--- src/rtl/eye_window_cal.sv ---
module eye_window_cal #(
  parameter int TAP_BITS    = 6,
  parameter int DATA_W      = 7,
  parameter int SETTLE      = 2,
  parameter int SYNC_STAGES = 2
) (
  input  logic                clk,
  input  logic                rst_n,
  input  logic                pll_locked,
  input  logic                dly_ready,
  input  logic                step_req,
  input  logic [DATA_W-1:0]   lane_data,
  input  logic [DATA_W-1:0]   expect_pat,
  output logic [TAP_BITS-1:0] tap_out,
  output logic [TAP_BITS:0]   win_width,
  output logic [TAP_BITS-1:0] win_center,
  output logic                win_sat,
  output logic                cal_done
);
  localparam int NTAPS = 1 << TAP_BITS;
  localparam int CNT_W = TAP_BITS + 1;
  localparam int SET_W = $clog2(SETTLE + 1);

  typedef enum logic [2:0] {S_IDLE, S_SETTLE, S_EVAL, S_WAIT, S_DONE} state_t;

  state_t                 state;
  logic [SYNC_STAGES-1:0] sync_q;
  logic                   step_prev;
  logic [SET_W-1:0]       settle_cnt;
  logic [CNT_W-1:0]       cnt, n_q;
  logic                   found;
  logic [CNT_W:0]         sum;
  logic [TAP_BITS-1:0]    ctap;

  wire en        = pll_locked & dly_ready;
  wire step_edge = sync_q[SYNC_STAGES-1] & ~step_prev;
  wire match     = (lane_data == expect_pat);
  wire top_hit   = (cnt == CNT_W'(n_q + NTAPS));

  assign sum  = {1'b0, cnt} + {1'b0, n_q} - 1'b1;
  assign ctap = TAP_BITS'(sum >> 1);

  always_ff @(posedge clk or negedge rst_n) begin
    if (!rst_n) begin
      sync_q    <= '0;
      step_prev <= 1'b0;
    end else begin
      sync_q    <= {sync_q[SYNC_STAGES-2:0], step_req};
      step_prev <= sync_q[SYNC_STAGES-1];
    end
  end

  always_ff @(posedge clk or negedge rst_n) begin
    if (!rst_n) begin
      state      <= S_IDLE;
      settle_cnt <= '0;
      tap_out    <= '0;
      cnt        <= '0;
      n_q        <= '0;
      found      <= 1'b0;
      win_width  <= '0;
      win_center <= '0;
      win_sat    <= 1'b0;
      cal_done   <= 1'b0;
    end else if (en) begin
      case (state)
        S_IDLE: begin
          state      <= S_SETTLE;
          settle_cnt <= '0;
        end
        S_SETTLE: begin
          if (settle_cnt == SET_W'(SETTLE - 1)) state <= S_EVAL;
          else settle_cnt <= settle_cnt + 1'b1;
        end
        S_EVAL: begin
          if (!found) begin
            if (match) begin
              found <= 1'b1;
              n_q   <= cnt;
            end
            state <= S_WAIT;
          end else if (!match || top_hit) begin
            win_width  <= cnt - n_q;
            win_center <= ctap;
            tap_out    <= ctap;
            win_sat    <= match;
            cal_done   <= 1'b1;
            state      <= S_DONE;
          end else begin
            state <= S_WAIT;
          end
        end
        S_WAIT: begin
          if (step_edge) begin
            tap_out    <= tap_out + 1'b1;
            cnt        <= (!found && cnt == CNT_W'(NTAPS - 1)) ? '0 : cnt + 1'b1;
            settle_cnt <= '0;
            state      <= S_SETTLE;
          end
        end
        default: state <= S_DONE;
      endcase
    end
  end
endmodule

--- config.mk ---
export PLATFORM = sky130hd
export DESIGN_NAME = eye_window_cal
export DESIGN_NICKNAME = d
export VERILOG_FILES = /design/src/rtl/eye_window_cal.sv
export SDC_FILE = /design/constraint.sdc
export NUM_CORES = 1
export LEC_CHECK = 0
export BUFFER_PORTS_ARGS = -buffer_cell sky130_fd_sc_hd__buf_2
export CAP_MARGIN = 20
export CELL_PAD_IN_SITES_DETAIL_PLACEMENT = 0
export CELL_PAD_IN_SITES_GLOBAL_PLACEMENT = 1
export CORE_MARGIN = 2
export CORE_UTILIZATION = 48
export CTS_BUF_LIST = sky130_fd_sc_hd__clkbuf_16
export CTS_CLUSTER_DIAMETER = 100
export DETAILED_ROUTE_END_ITERATION = 10
export PLACE_DENSITY = 0.88
export SLEW_MARGIN = 20
export SYNTH_ARGS = -nofsm -noshare
export SYNTH_HDL_FRONTEND = slang
export SYNTH_SLANG_ARGS = --single-unit
--- constraint.sdc ---
create_clock -name clk -period 6.2 [get_ports clk]
set_input_delay 1.24 -clock clk [delete_from_list [all_inputs] [get_ports clk]]
set_output_delay 1.24 -clock clk [all_outputs]
set_load 0.005 [all_outputs]
Word level (Yosys, flattened, before mapping)
Index checks and enable logic that the tools add are counted.

word-level totals
  word-level logic and storage cells = 64
  output and inout port bits = 21
  bits in registers = 44
  input port bits = 19

cells by class
  $add $sub $neg = 7
  mux-type cells = 15
  reduce and logical (&&, ||, !) cells = 14
  bitwise gates (word level) = 4
  equality and inequality tests = 12

operators by type and width
  kind                 count
  $mux 6               3
  $eq 7x7->1           2
  $mux 3               4
  $pmux 3 s4           1
  $pmux 6 s2           1
  $reduce_and 4->1     3
  $ne 2x2->1 const B   5
  $add 7x1->7 const B  1
  $add 7x7->7          1
  $add 7x7->7 const B  1
  $eq 7x6->1 const B   1
  $mux 7               1
  $sub 7x1->7 const B  1
  $sub 7x7->7          1
  $add 6x1->6 const B  1
  $eq 3x2->1 const B   2
  $pmux 2 s3           1
  $reduce_and 3->1     2
  $reduce_and 5->1     1
  $mux 2               2
  $eq 3x1->1 const B   1
  $logic_not 3->1      1
  $reduce_bool 3->1    1
  $add 2x1->2 const B  1
  9 further kinds      13

Longest topological paths before layout
Gate-level depths: netlist (run 1).

  depth in word-level cells = 6
  depth in mapped cells = 10
  gate-level depth less buffers = 10

Least setup slack after synthesis (run 1)
OpenSTA, ideal clock, no wires.

  path type = in2reg
  from = input port expect_pat[3]
  to = register n_q[6]
  path slack = 3.456 ns
  data required time = 6.075 ns
  path buffers = 0
  stages on the path = 5
  arrival time = 2.619 ns
  library setup time = 0.125 ns
  cell sequence = xor2_1 nor4_4 nand4_2 nor2_8 mux2_4

on the way
  longest elaborated chain between the ends = 2

RTL lines
  element                     RTL line  source
  from (decl)                 13        input logic [DATA_W-1:0] expect_pat,
  $eq 7x7->1                  37        wire match = (lane_data == expect_pat);
  $reduce_and 4->1 (no line)  --
  to (signal assigned)        79        n_q <= cnt;
  to (decl)                   30        logic [CNT_W-1:0] cnt, n_q;

No other way between the ends.
A chain may end at the register's enable or synchronous reset.

Worst setup path in the final report (run 1)
  from = register cnt[4]
  to = register win_width[0]

on the way
  longest elaborated chain between the ends = 3

RTL lines
  element                     RTL line  source
  from (decl)                 30
  from (signal assigned)      96        cnt <= (!found && cnt == CNT_W'(NTAPS - 1)) ? '0 : cnt + 1'b1;
  $eq 7x7->1                  38        wire top_hit = (cnt == CNT_W'(n_q + NTAPS));
  $logic_or 1x1->1            82        end else if (!match || top_hit) begin
  $reduce_and 4->1 (no line)  --
  to (signal assigned)        83        win_width <= cnt - n_q;
  to (decl)                   15        output logic [TAP_BITS:0] win_width,

No other way between the ends.

==> results of run 1 <==
[logic make-up after synthesis]
kind of cell             share of synthesized area (%)
AO/OA/AOI/OAI                                    13.70
XOR/XNOR                                         7.104
adder cells (fa/ha/maj)                          10.61
buffers and inverters                            5.719
flip-flops                                       40.59
multiplexers                                     6.227
AND/OR/NAND/NOR                                  16.05
[how the worst max path moves through the flow]
stage	startpoint	endpoint	slack, ns
after floorplan	expect_pat[3]	n_q[6]	3.46
final	cnt[4]	win_width[0]	3.37
after CTS	cnt[4]	win_width[0]	3.33
after global routing	cnt[4]	win_width[0]	3.12
after detailed placement	expect_pat[3]	n_q[6]	3.25
after global placement	expect_pat[3]	n_q[6]	3.29
[cells in the mapped netlist (3+ instances only)]
library cell and instances:
and3_1 3, and3b_1 4, xnor2_1 13, o21ai_0 6, mux2_4 3, nand2_1 12
mux2_2 3, inv_1 34, xor2_1 9, nor3_1 6, ha_1 19, dfrtp_1 44
o22ai_1 4, nor4_1 4, nand3_1 7, nor2_1 19, nand2b_1 3, a21o_1 3
mux2i_1 9, a21oi_1 17, o21bai_1 4
[routing by layer]
layer	global-route usage, %	up-vias	part of all wire (%)
met5	0	-	0
met4	7.414	0	2.1
met3	4.773	14	5.4
met2	28.47	55	44
met1	24.85	938	49
li1	-	1006	-
[state kept, by name (all words and copies together) (netlist names)]
register,flops
cnt,7
n_q,7
win_width,7
tap_out,6
win_center,6
state,3
settle_cnt,2
sync_q,2
cal_done,1
found,1
step_prev,1
win_sat,1
[power groups by stage]
stage / Clock [mW] / Combinational (mW) / Sequential (mW)
2_1_floorplan: 0 / 0.245 / 0.431
3_3_place_gp: 0 / 0.359 / 0.435
3_5_place_dp: 0 / 0.366 / 0.439
4_1_cts: 0.257 / 0.368 / 0.434
5_1_grt: 0.268 / 0.416 / 0.447
6_report: 0.252 / 0.366 / 0.433
[cell type report]
class | instances | share of cell area [%]
Sequential cell | 44 | 35.37
Clock inverter | 3 | 0.4823
Clock buffer | 5 | 4.019
Timing Repair Buffer | 39 | 6.350
Multi-Input combinational cell | 184 | 46.78
Tap cell | 72 | 2.894
Inverter | 34 | 4.100
[cells in the final DEF, fill, tap and decap left out, types with 6 or more instances in the layout]
master | synthesis | layout
nand3_1 | 7 | 7
o21ai_0 | 6 | 6
buf_2 | 1 | 38
mux2i_1 | 9 | 9
dfrtp_1 | 44 | 44
nor3_1 | 6 | 6
nand2_1 | 12 | 12
nor2_1 | 19 | 19
xor2_1 | 9 | 9
xnor2_1 | 13 | 13
ha_1 | 19 | 19
inv_1 | 34 | 35
a21oi_1 | 17 | 17
[through the flow]
step / util [%] / power, mW / setup slack, ns / std cells
2_1_floorplan: - / 0.6759 / 3.456 / 266
3_3_place_gp: 54.28 / 0.7945 / 3.292 / 373
3_5_place_dp: 54.28 / 0.8055 / 3.251 / 373
4_1_cts: 56.84 / 1.059 / 3.332 / 381
5_1_grt: 56.88 / 1.131 / 3.119 / 381
6_report: 56.88 / 1.051 / 3.374 / 381
[critical path: stages (launching register included)]
cell and delay [ns]:
dfrtp_1 0.45, inv_1 0.12, ha_1 0.44, nor3_1 0.40, nand3_1 0.24, a31oi_4 0.64
mux2_2 0.41
==> impl_metrics.py, run 1 <==
metrics = {
    "status": {
        "status": "completed",
    },
    "logic_synthesis": {
        "ys_types": 54,
        "synth_edf_count": 0,
        "synth_top_area_share_pct": 40.59,
        "syn_nets": 306,
        "netlist_area_um2": 2713,
        "synthTopCellsByArea": "dfrtp_1, ha_1, inv_1",
        "async_flop_share_pct": 100.0,
        "syn_area_per_cell_um2": 10.20,
        "synth-main-ff-cell": "dfrtp_1",
        "synth_warnings": 0,
        "ys_seq_area_share_pct": 40.59,
        "synthCells": 266,
        "yosysTopAreaCell": "dfrtp_1",
        "ys_ff_latch": 44,
    },
    "placed_design": {
        "dpl.hpwl_um": 4034,
        "io_buffers": 39,
        "dpl_cell_area_um2": 2970,
        "gp_congestion": 0.8004,
    },
    "timing": {
        "tns_ns": 0,
        "slew_viol_final": 0,
        "clock.fmax_mhz": 353.8,
        "worst_slew_pin_slew_ns": 0.7626,
        "finClkSkew_ns": 0.005841,
        "period_needed_ns": 2.826,
        "post-route-period-util_pct": 45.59,
        "holdWs_ns": 0.3504,
        "rsz0062_at_grt": "false",
        "max_slew_margin_pct": 48.77,
        "hold_viol": 0,
        "finalSetupViolCount": 0,
    },
    "clocking": {
        "insertion_delay_ns": 0.28,
        "cts_made_buffers": 5,
        "cts_setup_buffers": 0,
        "ctsHoldBuffers": 0,
        "cts_resized": 0,
        "clock-sinks": 44,
        "cts-root-buf": "clkbuf_16",
        "htree_levels": 2,
        "clockBufferDepth": 2,
        "clkTransAtPathRegs_ns": 0.06,
        "cts_tree": "yes",
    },
    "floorplanning": {
        "initial_core_util_pct": 49.57,
        "die_h_um": 79.18,
        "num_rows": 27,
        "die_x_um": 79.18,
        "core_um2": 5473,
        "die_area_um2": 6269,
        "io_pins": 40,
    },
    "critical_path": {
        "cp_data_arrival_time_ns": 2.99,
        "reg2reg_depth": 6,
        "cp-start-kind": "register",
        "end_kind": "register",
        "crit_type": "reg2reg",
        "crit_required_ns": 6.36,
        "regToRegStartpoint": "cnt[4]",
        "reg2reg_to": "win_width[0]",
        "r2r_slack_ns": 3.37,
        "crit_fanout": 23,
    },
    "pwr": {
        "ir_drop_mv": 0.1392,
        "power_frac_clock_pct": 24.0,
        "switchingPower_mw": 0.3643,
        "power_leakage_nw": 1.531,
        "p_per_area_nw_per_um2": 337.5,
        "combPwrFrac_pct": 34.8,
        "internal_power_mw": 0.6864,
        "p_seq_share_pct": 41.2,
        "switching_share_pct": 34.68,
    },
    "finish": {
        "drive_above_1_share_pct": 20.71,
        "finalInstanceArea_um2": 3113,
        "register_area_um2": 1101,
        "multi_input_area_um2": 1456,
        "fin_nets": 348,
        "nFillCells": 511,
        "syn_to_final_growth_pct": 14.76,
        "n_antenna_cell": 0,
    },
    "route": {
        "detail-route-antenna-nets": 0,
        "first_pass_iters": 4,
        "viasPerCell": 5.283,
        "drt_iter0_drc": 73,
        "routed_wl_um": 5309,
        "drc": 0,
        "wl_per_cell_um": 13.93,
        "vias": 2013,
    },
    "global_routing": {
        "grt_usage_pct": 18.49,
        "grt_pass1_vias": 1929,
        "grt_pass1_wl_um": 9059,
        "antenna_found_initial": 0,
        "gr-total-overflow": 0,
        "grt_max_degree": 45,
    },
    "worst_hold_path": {
        "whs_endpoint": "sync_q[1]",
        "min_from": "sync_q[0]",
        "hold_depth": 0,
        "holdCritPathClass": "reg2reg",
    },
    "job": {
        "drv_cap": 0,
    },
}
No activity file was read; power rests on OpenSTA's default activity.
==> inputs of run 2 (changes only) <==
--- a/config.mk
+++ b/config.mk
@@ -5,16 +5,17 @@
 export SDC_FILE = /design/constraint.sdc
 export NUM_CORES = 1
 export LEC_CHECK = 0
+export ABC_AREA = 1
 export BUFFER_PORTS_ARGS = -buffer_cell sky130_fd_sc_hd__buf_2
 export CAP_MARGIN = 20
 export CELL_PAD_IN_SITES_DETAIL_PLACEMENT = 0
 export CELL_PAD_IN_SITES_GLOBAL_PLACEMENT = 1
 export CORE_MARGIN = 2
-export CORE_UTILIZATION = 48
+export CORE_UTILIZATION = 42
 export CTS_BUF_LIST = sky130_fd_sc_hd__clkbuf_16
 export CTS_CLUSTER_DIAMETER = 100
 export DETAILED_ROUTE_END_ITERATION = 10
-export PLACE_DENSITY = 0.88
+export PLACE_DENSITY = 0.82
 export SLEW_MARGIN = 20
 export SYNTH_ARGS = -nofsm -noshare
 export SYNTH_HDL_FRONTEND = slang
==> constraint.sdc (replaced) <==
create_clock -name clk -period 2.64 [get_ports clk]
set_input_delay 0.528 -clock clk [delete_from_list [all_inputs] [get_ports clk]]
set_output_delay 0.528 -clock clk [all_outputs]
set_load 0.005 [all_outputs]
==> impl_metrics.py, run 2 <==
metrics = {
    "status": {
        "status": "completed",
    },
    "finish": {
        "n_antenna_cell": 0,
        "register_area_um2": 1101,
        "layout_common_cells": "nand2_1, inv_1, dfrtp_1",
        "syn_to_final_growth_pct": 15.90,
        "multi_input_area_um2": 1416,
        "nFillCells": 643,
        "reg_top3": "cnt: 7 flops, n_q: 7 flops, win_width: 7 flops",
        "drive_above_1_share_pct": 18.93,
        "fin_nets": 430,
        "final_common_cell": "nand2_1",
    },
    "clocking": {
        "insertion_delay_ns": 0.29,
        "cts-root-buf": "clkbuf_16",
        "cts_made_buffers": 5,
        "clockBufferDepth": 2,
        "clkTransAtPathRegs_ns": 0.07,
        "htree_levels": 2,
        "cts_setup_buffers": 0,
        "ctsHoldBuffers": 0,
        "clock-sinks": 44,
        "cts_resized": 0,
        "cts_tree": "yes",
    },
    "timing": {
        "slew_viol_final": 0,
        "max_slew_margin_pct": 75.13,
        "finClkSkew_ns": 0.007767,
        "hold_viol": 0,
        "period_needed_ns": 2.291,
        "finalSetupViolCount": 0,
        "worst_slew_pin_slew_ns": 0.3702,
        "clock.fmax_mhz": 436.5,
        "holdWs_ns": 0.06526,
        "tns_ns": 0,
        "post-route-period-util_pct": 86.77,
        "rsz0062_at_grt": "false",
    },
    "critical_path": {
        "end_kind": "register",
        "cp_slowest_stage_delay_ns": 0.40,
        "worst-path-stages": 13,
        "crit_fanout": 4,
        "cp_top_family": "adder cells",
        "cp_num_buf_inv": 4,
        "reg2reg_depth": 13,
        "crit_required_ns": 2.81,
        "cp_cell_sequence": "inv_1 -> ha_1 -> inv_1 -> ha_1 -> inv_1 -> fa_1 -> inv_1 -> nand2_1 -> nand3_1 -> nand2_1 -> xor2_1 -> o21ai_0 -> o21ai_0",
        "slowest_stage": "dfrtp_1",
        "cp_data_arrival_time_ns": 2.46,
        "cpMostUsedCell": "inv_1",
        "crit_type": "reg2reg",
        "cp-start-kind": "register",
    },
    "floorplanning": {
        "num_rows": 29,
        "io_pins": 40,
        "core_um2": 6350,
        "die_x_um": 85.09,
        "die_area_um2": 7239,
        "die_h_um": 85.09,
        "initial_core_util_pct": 43.49,
    },
    "logic_synthesis": {
        "syn_nets": 386,
        "netlist_area_um2": 2761,
        "async_flop_share_pct": 100.0,
        "yosysTopAreaCell": "dfrtp_1",
        "synth_commonest_cells": "nand2_1, inv_1, dfrtp_1",
        "synthTopCellsByArea": "dfrtp_1, nand2_1, ha_1",
        "ys_ff_latch": 44,
        "synth_top_area_share_pct": 39.87,
        "syn_area_per_cell_um2": 7.981,
        "ys_seq_area_share_pct": 39.87,
        "synth_edf_count": 0,
        "synth-main-ff-cell": "dfrtp_1",
        "ys_types": 32,
        "synthCells": 346,
        "synth_warnings": 0,
        "yosys.cell_count.top_type": "nand2_1",
    },
    "route": {
        "first_pass_iters": 5,
        "wl_per_cell_um": 11.67,
        "routed_wl_um": 5463,
        "drc": 0,
        "drt_iter0_drc": 117,
        "detail-route-antenna-nets": 0,
        "vias": 2242,
        "viasPerCell": 4.791,
    },
    "pwr": {
        "p_per_area_nw_per_um2": 455.1,
        "power_leakage_nw": 1.749,
        "ir_drop_mv": 0.2956,
    },
    "global_routing": {
        "gr-total-overflow": 0,
        "gr-usage-met1_pct": 23.05,
        "grt_max_degree": 25,
        "grt_pass1_wl_um": 9556,
        "grt_pass1_vias": 2059,
        "antenna_found_initial": 0,
        "grtUsageMet3_pct": 3.210,
        "grt_usage_pct": 16.32,
        "grt_util_met2_pct": 25.28,
        "top_usage_layer": "met2",
    },
    "placed_design": {
        "gp_congestion": 0.8097,
        "io_buffers": 39,
        "dpl.hpwl_um": 4413,
    },
    "job": {
        "drv_cap": 0,
    },
    "worst_hold_path": {
        "holdCritPathClass": "in2async",
    },
}
-- run 2: cell count changes in the layout (fill, tap and decap cells not counted), moves of 8 or more --
cell     before  now
o21ai_0       6   23
nand3_1       7   19
inv_1        35   50
mux2i_1       9    0
o21ai_2       0    8
a21oi_1      17    6
nand2_1      12  107
-- run 2: final timing paths --
path	start	slack (ns)	endpoint
max	cnt[1]	0.35	tap_out[4]
min	rst_n	0.07	settle_cnt[0]
max reg2reg	cnt[1]	0.35	tap_out[4]
min reg2reg	sync_q[0]	0.35	sync_q[1]
max in group asynchronous	rst_n	2.08	win_width[3]
min in group clk	step_req	0.34	sync_q[0]
-- run 2: through the flow --
step / power (mW) / cells / setup WS [ns] / utilization (%) / instance area [µm²]
global placement: 0.7466 / 460 / 0.4176 / 47.70 / 3029
CTS: 1.473 / 468 / 0.3386 / 50.40 / 3201
floorplan: 0.7116 / 346 / 0.5288 / - / 2761
global route: 1.504 / 468 / 0.1175 / 50.40 / 3201
finish: 1.457 / 468 / 0.3492 / 50.40 / 3201
detailed placement: 0.7470 / 460 / 0.3515 / 47.70 / 3029
-- run 2: metal layers --
metal / share of wire [%] / vias up / routed length (µm)
met3: 4.7 / 7 / 256
met2: 45 / 56 / 2473
met1: 48 / 1000 / 2645
met4: 1.6 / 0 / 87
li1: - / 1179 / -
met5: 0 / - / 0
-- run 2: worst reg2reg max path: stages (launching register included) --
cell     delay (ns)
dfrtp_1        0.40
inv_1          0.12
ha_1           0.33
inv_1          0.10
ha_1           0.17
inv_1          0.05
fa_1           0.40
inv_1          0.07
nand2_1        0.05
nand3_1        0.07
nand2_1        0.06
xor2_1         0.15
o21ai_0        0.13
o21ai_0        0.08
-- run 2: final cells by class --
| cell class | count | share of cell area, % |
|---|---|---|
| clock buffer | 5 | 3.909 |
| inverter | 52 | 6.177 |
| multi-input combinational | 245 | 44.25 |
| tap | 77 | 3.010 |
| clock inverter | 3 | 1.446 |
| sequential | 44 | 34.40 |
| timing repair buffer | 42 | 6.802 |
-- run 2: power by group --
part	leakage (nW)	internal [mW]	switching (mW)	total [mW]
combinational	1.10	0.0215	0.0304	0.0519
clock	0.0804	0.450	0.274	0.724
sequential	0.569	0.678	0.00259	0.680
-- run 2: logic make-up (layout without fill, tap and decap cells) --
kind of cell / Yosys count / after routing / share of synthesized area (%)
simple gates: 166 / 166 / 26.96
buf+inv: 57 / 102 / 8.835
xor+xnor: 16 / 16 / 5.347
flops: 44 / 44 / 39.87
compound gates: 42 / 42 / 8.926
fa+ha+maj: 21 / 21 / 10.06
==> inputs of run 3 (changes only) <==
--- a/config.mk
+++ b/config.mk
@@ -15,7 +15,8 @@
 export CTS_BUF_LIST = sky130_fd_sc_hd__clkbuf_16
 export CTS_CLUSTER_DIAMETER = 100
 export DETAILED_ROUTE_END_ITERATION = 10
-export PLACE_DENSITY = 0.82
+export PLACE_DENSITY_LB_ADDON = 0.1
+export RECOVER_POWER = 100
 export SLEW_MARGIN = 20
 export SYNTH_ARGS = -nofsm -noshare
 export SYNTH_HDL_FRONTEND = slang
==> impl_metrics.py, run 3 (same netlist as run 2, synthesis figures left out) <==
metrics = {
    "route": {
        "viasPerCell": 4.747,
        "drt_iter0_drc": 74,
        "drc": 0,
        "first_pass_iters": 5,
        "detail-route-antenna-nets": 0,
        "routed_wl_um": 5638,
        "vias": 2217,
        "wl_per_cell_um": 12.07,
    },
    "global_routing": {
        "antenna_found_initial": 0,
        "gr-total-overflow": 0,
        "grt_pass1_wl_um": 9694,
        "grt_pass1_vias": 2057,
        "grt_usage_pct": 16.94,
        "grt_max_degree": 27,
    },
    "timing": {
        "period_needed_ns": 2.288,
        "worst_slew_pin_slew_ns": 1.074,
        "finalSetupViolCount": 0,
        "slew_viol_final": 0,
        "clock.fmax_mhz": 437.0,
        "tns_ns": 0,
        "finClkSkew_ns": 0.005152,
        "hold_viol": 0,
        "max_slew_margin_pct": 28.42,
        "rsz0062_at_grt": "false",
        "post-route-period-util_pct": 86.67,
    },
    "placed_design": {
        "dpl_cell_area_um2": 3022,
        "io_buffers": 39,
        "dp.cells": 459,
        "dpl.hpwl_um": 4491,
        "gp_congestion": 0.7774,
    },
    "critical_path": {
        "cp_cell_sequence": "inv_1 -> ha_1 -> inv_1 -> ha_1 -> inv_1 -> fa_1 -> inv_1 -> nand2_1 -> nand3_1 -> nand2_1 -> xor2_1 -> o21ai_0 -> o21ai_0",
        "cpMostUsedCell": "inv_1",
        "cp_data_arrival_time_ns": 2.45,
        "slowest_stage": "dfrtp_1",
        "crit_required_ns": 2.80,
        "crit_fanout": 4,
        "end_kind": "register",
        "cp_top_family": "adder cells",
        "cp_slowest_stage_delay_ns": 0.41,
        "cp-start-kind": "register",
        "cp_num_buf_inv": 4,
        "crit_type": "reg2reg",
    },
    "clocking": {
        "cts_tree": "yes",
        "cts_setup_buffers": 0,
        "clockBufferDepth": 2,
        "ctsHoldBuffers": 0,
        "cts_made_buffers": 5,
        "clkTransAtPathRegs_ns": 0.07,
        "clock-sinks": 44,
        "insertion_delay_ns": 0.28,
        "htree_levels": 2,
        "cts-root-buf": "clkbuf_16",
        "cts_resized": 0,
    },
    "finish": {
        "reg_top3": "cnt: 7 flops, n_q: 7 flops, win_width: 7 flops",
        "syn_to_final_growth_pct": 12.91,
        "fin_nets": 429,
        "layout_common_cells": "nand2_1, inv_1, dfrtp_1",
        "final_cells": 467,
        "drive_above_1_share_pct": 13.59,
        "n_antenna_cell": 0,
        "finalInstanceArea_um2": 3118,
        "final_common_cell": "nand2_1",
    },
    "status": {
        "status": "completed",
    },
    "floorplanning": {
        "initial_core_util_pct": 43.49,
        "core_um2": 6350,
        "num_rows": 29,
        "die_area_um2": 7239,
        "die_x_um": 85.09,
        "die_h_um": 85.09,
        "io_pins": 40,
    },
    "worst_hold_path": {
        "holdCritPathClass": "in2reg",
    },
    "pwr": {
        "ir_drop_mv": 0.3570,
        "power_leakage_nw": 1.692,
        "p_per_area_nw_per_um2": 461.3,
    },
    "job": {
        "drv_cap": 0,
    },
}
## run 3: per-layer routing
metal	up-vias	part of all wire, %	global-route usage [%]
met5	-	0	0
met4	0	1.1	4.762
met3	5	4.3	3.794
met2	43	44	26.35
met1	999	51	23.78
li1	1170	-	-
## run 3: final timing paths
kind | start | cells past startpoint | to | slack, ns
worst max-delay path | cnt[1] | 13 | tap_out[4] | 0.35
worst min-delay path | step_req | 1 | sync_q[0] | 0.35
worst max register to register | cnt[1] | 13 | tap_out[4] | 0.35
worst min register to register | sync_q[0] | 0 | sync_q[1] | 0.35
max in group asynchronous | rst_n | 2 | n_q[1] | 1.00
min in group asynchronous | rst_n | 1 | tap_out[3] | 0.41
## run 3: through the flow
step           hold WS (ns)  power (mW)  util (%)  worst slack [ns]
2_1_floorplan        0.2324      0.7116         -            0.5288
3_3_place_gp         0.3366      0.7462     47.59            0.4145
3_5_place_dp         0.3347      0.7470     47.59            0.3674
4_1_cts              0.1966       1.464     50.23            0.3432
5_1_grt              0.3442       1.496     49.10           0.09225
6_report             0.3473       1.438     49.10            0.3518
## run 3: final cells by class
cell class	instances	area, µm²
Clock inverter	3	42.54
Tap cell	77	96.34
Timing Repair Buffer	41	197.7
Sequential cell	44	1101
Clock buffer	5	125.1
Fill cell	676	3232
Inverter	52	196.4
Multi-Input combinational cell	245	1359
## run 3: power breakdown
part           switching [mW]  total (mW)  internal [mW]
clock network           0.263       0.708          0.445
logic                  0.0306      0.0501         0.0195
registers             0.00273       0.681          0.678
total                   0.296        1.44           1.14
## run 3: worst register-to-register path, cell delays in order (launching register included)
cell,delay [ns]
dfrtp_1,0.41
inv_1,0.15
ha_1,0.27
inv_1,0.10
ha_1,0.18
inv_1,0.05
fa_1,0.39
inv_1,0.07
nand2_1,0.04
nand3_1,0.07
nand2_1,0.06
xor2_1,0.15
o21ai_0,0.13
o21ai_0,0.08
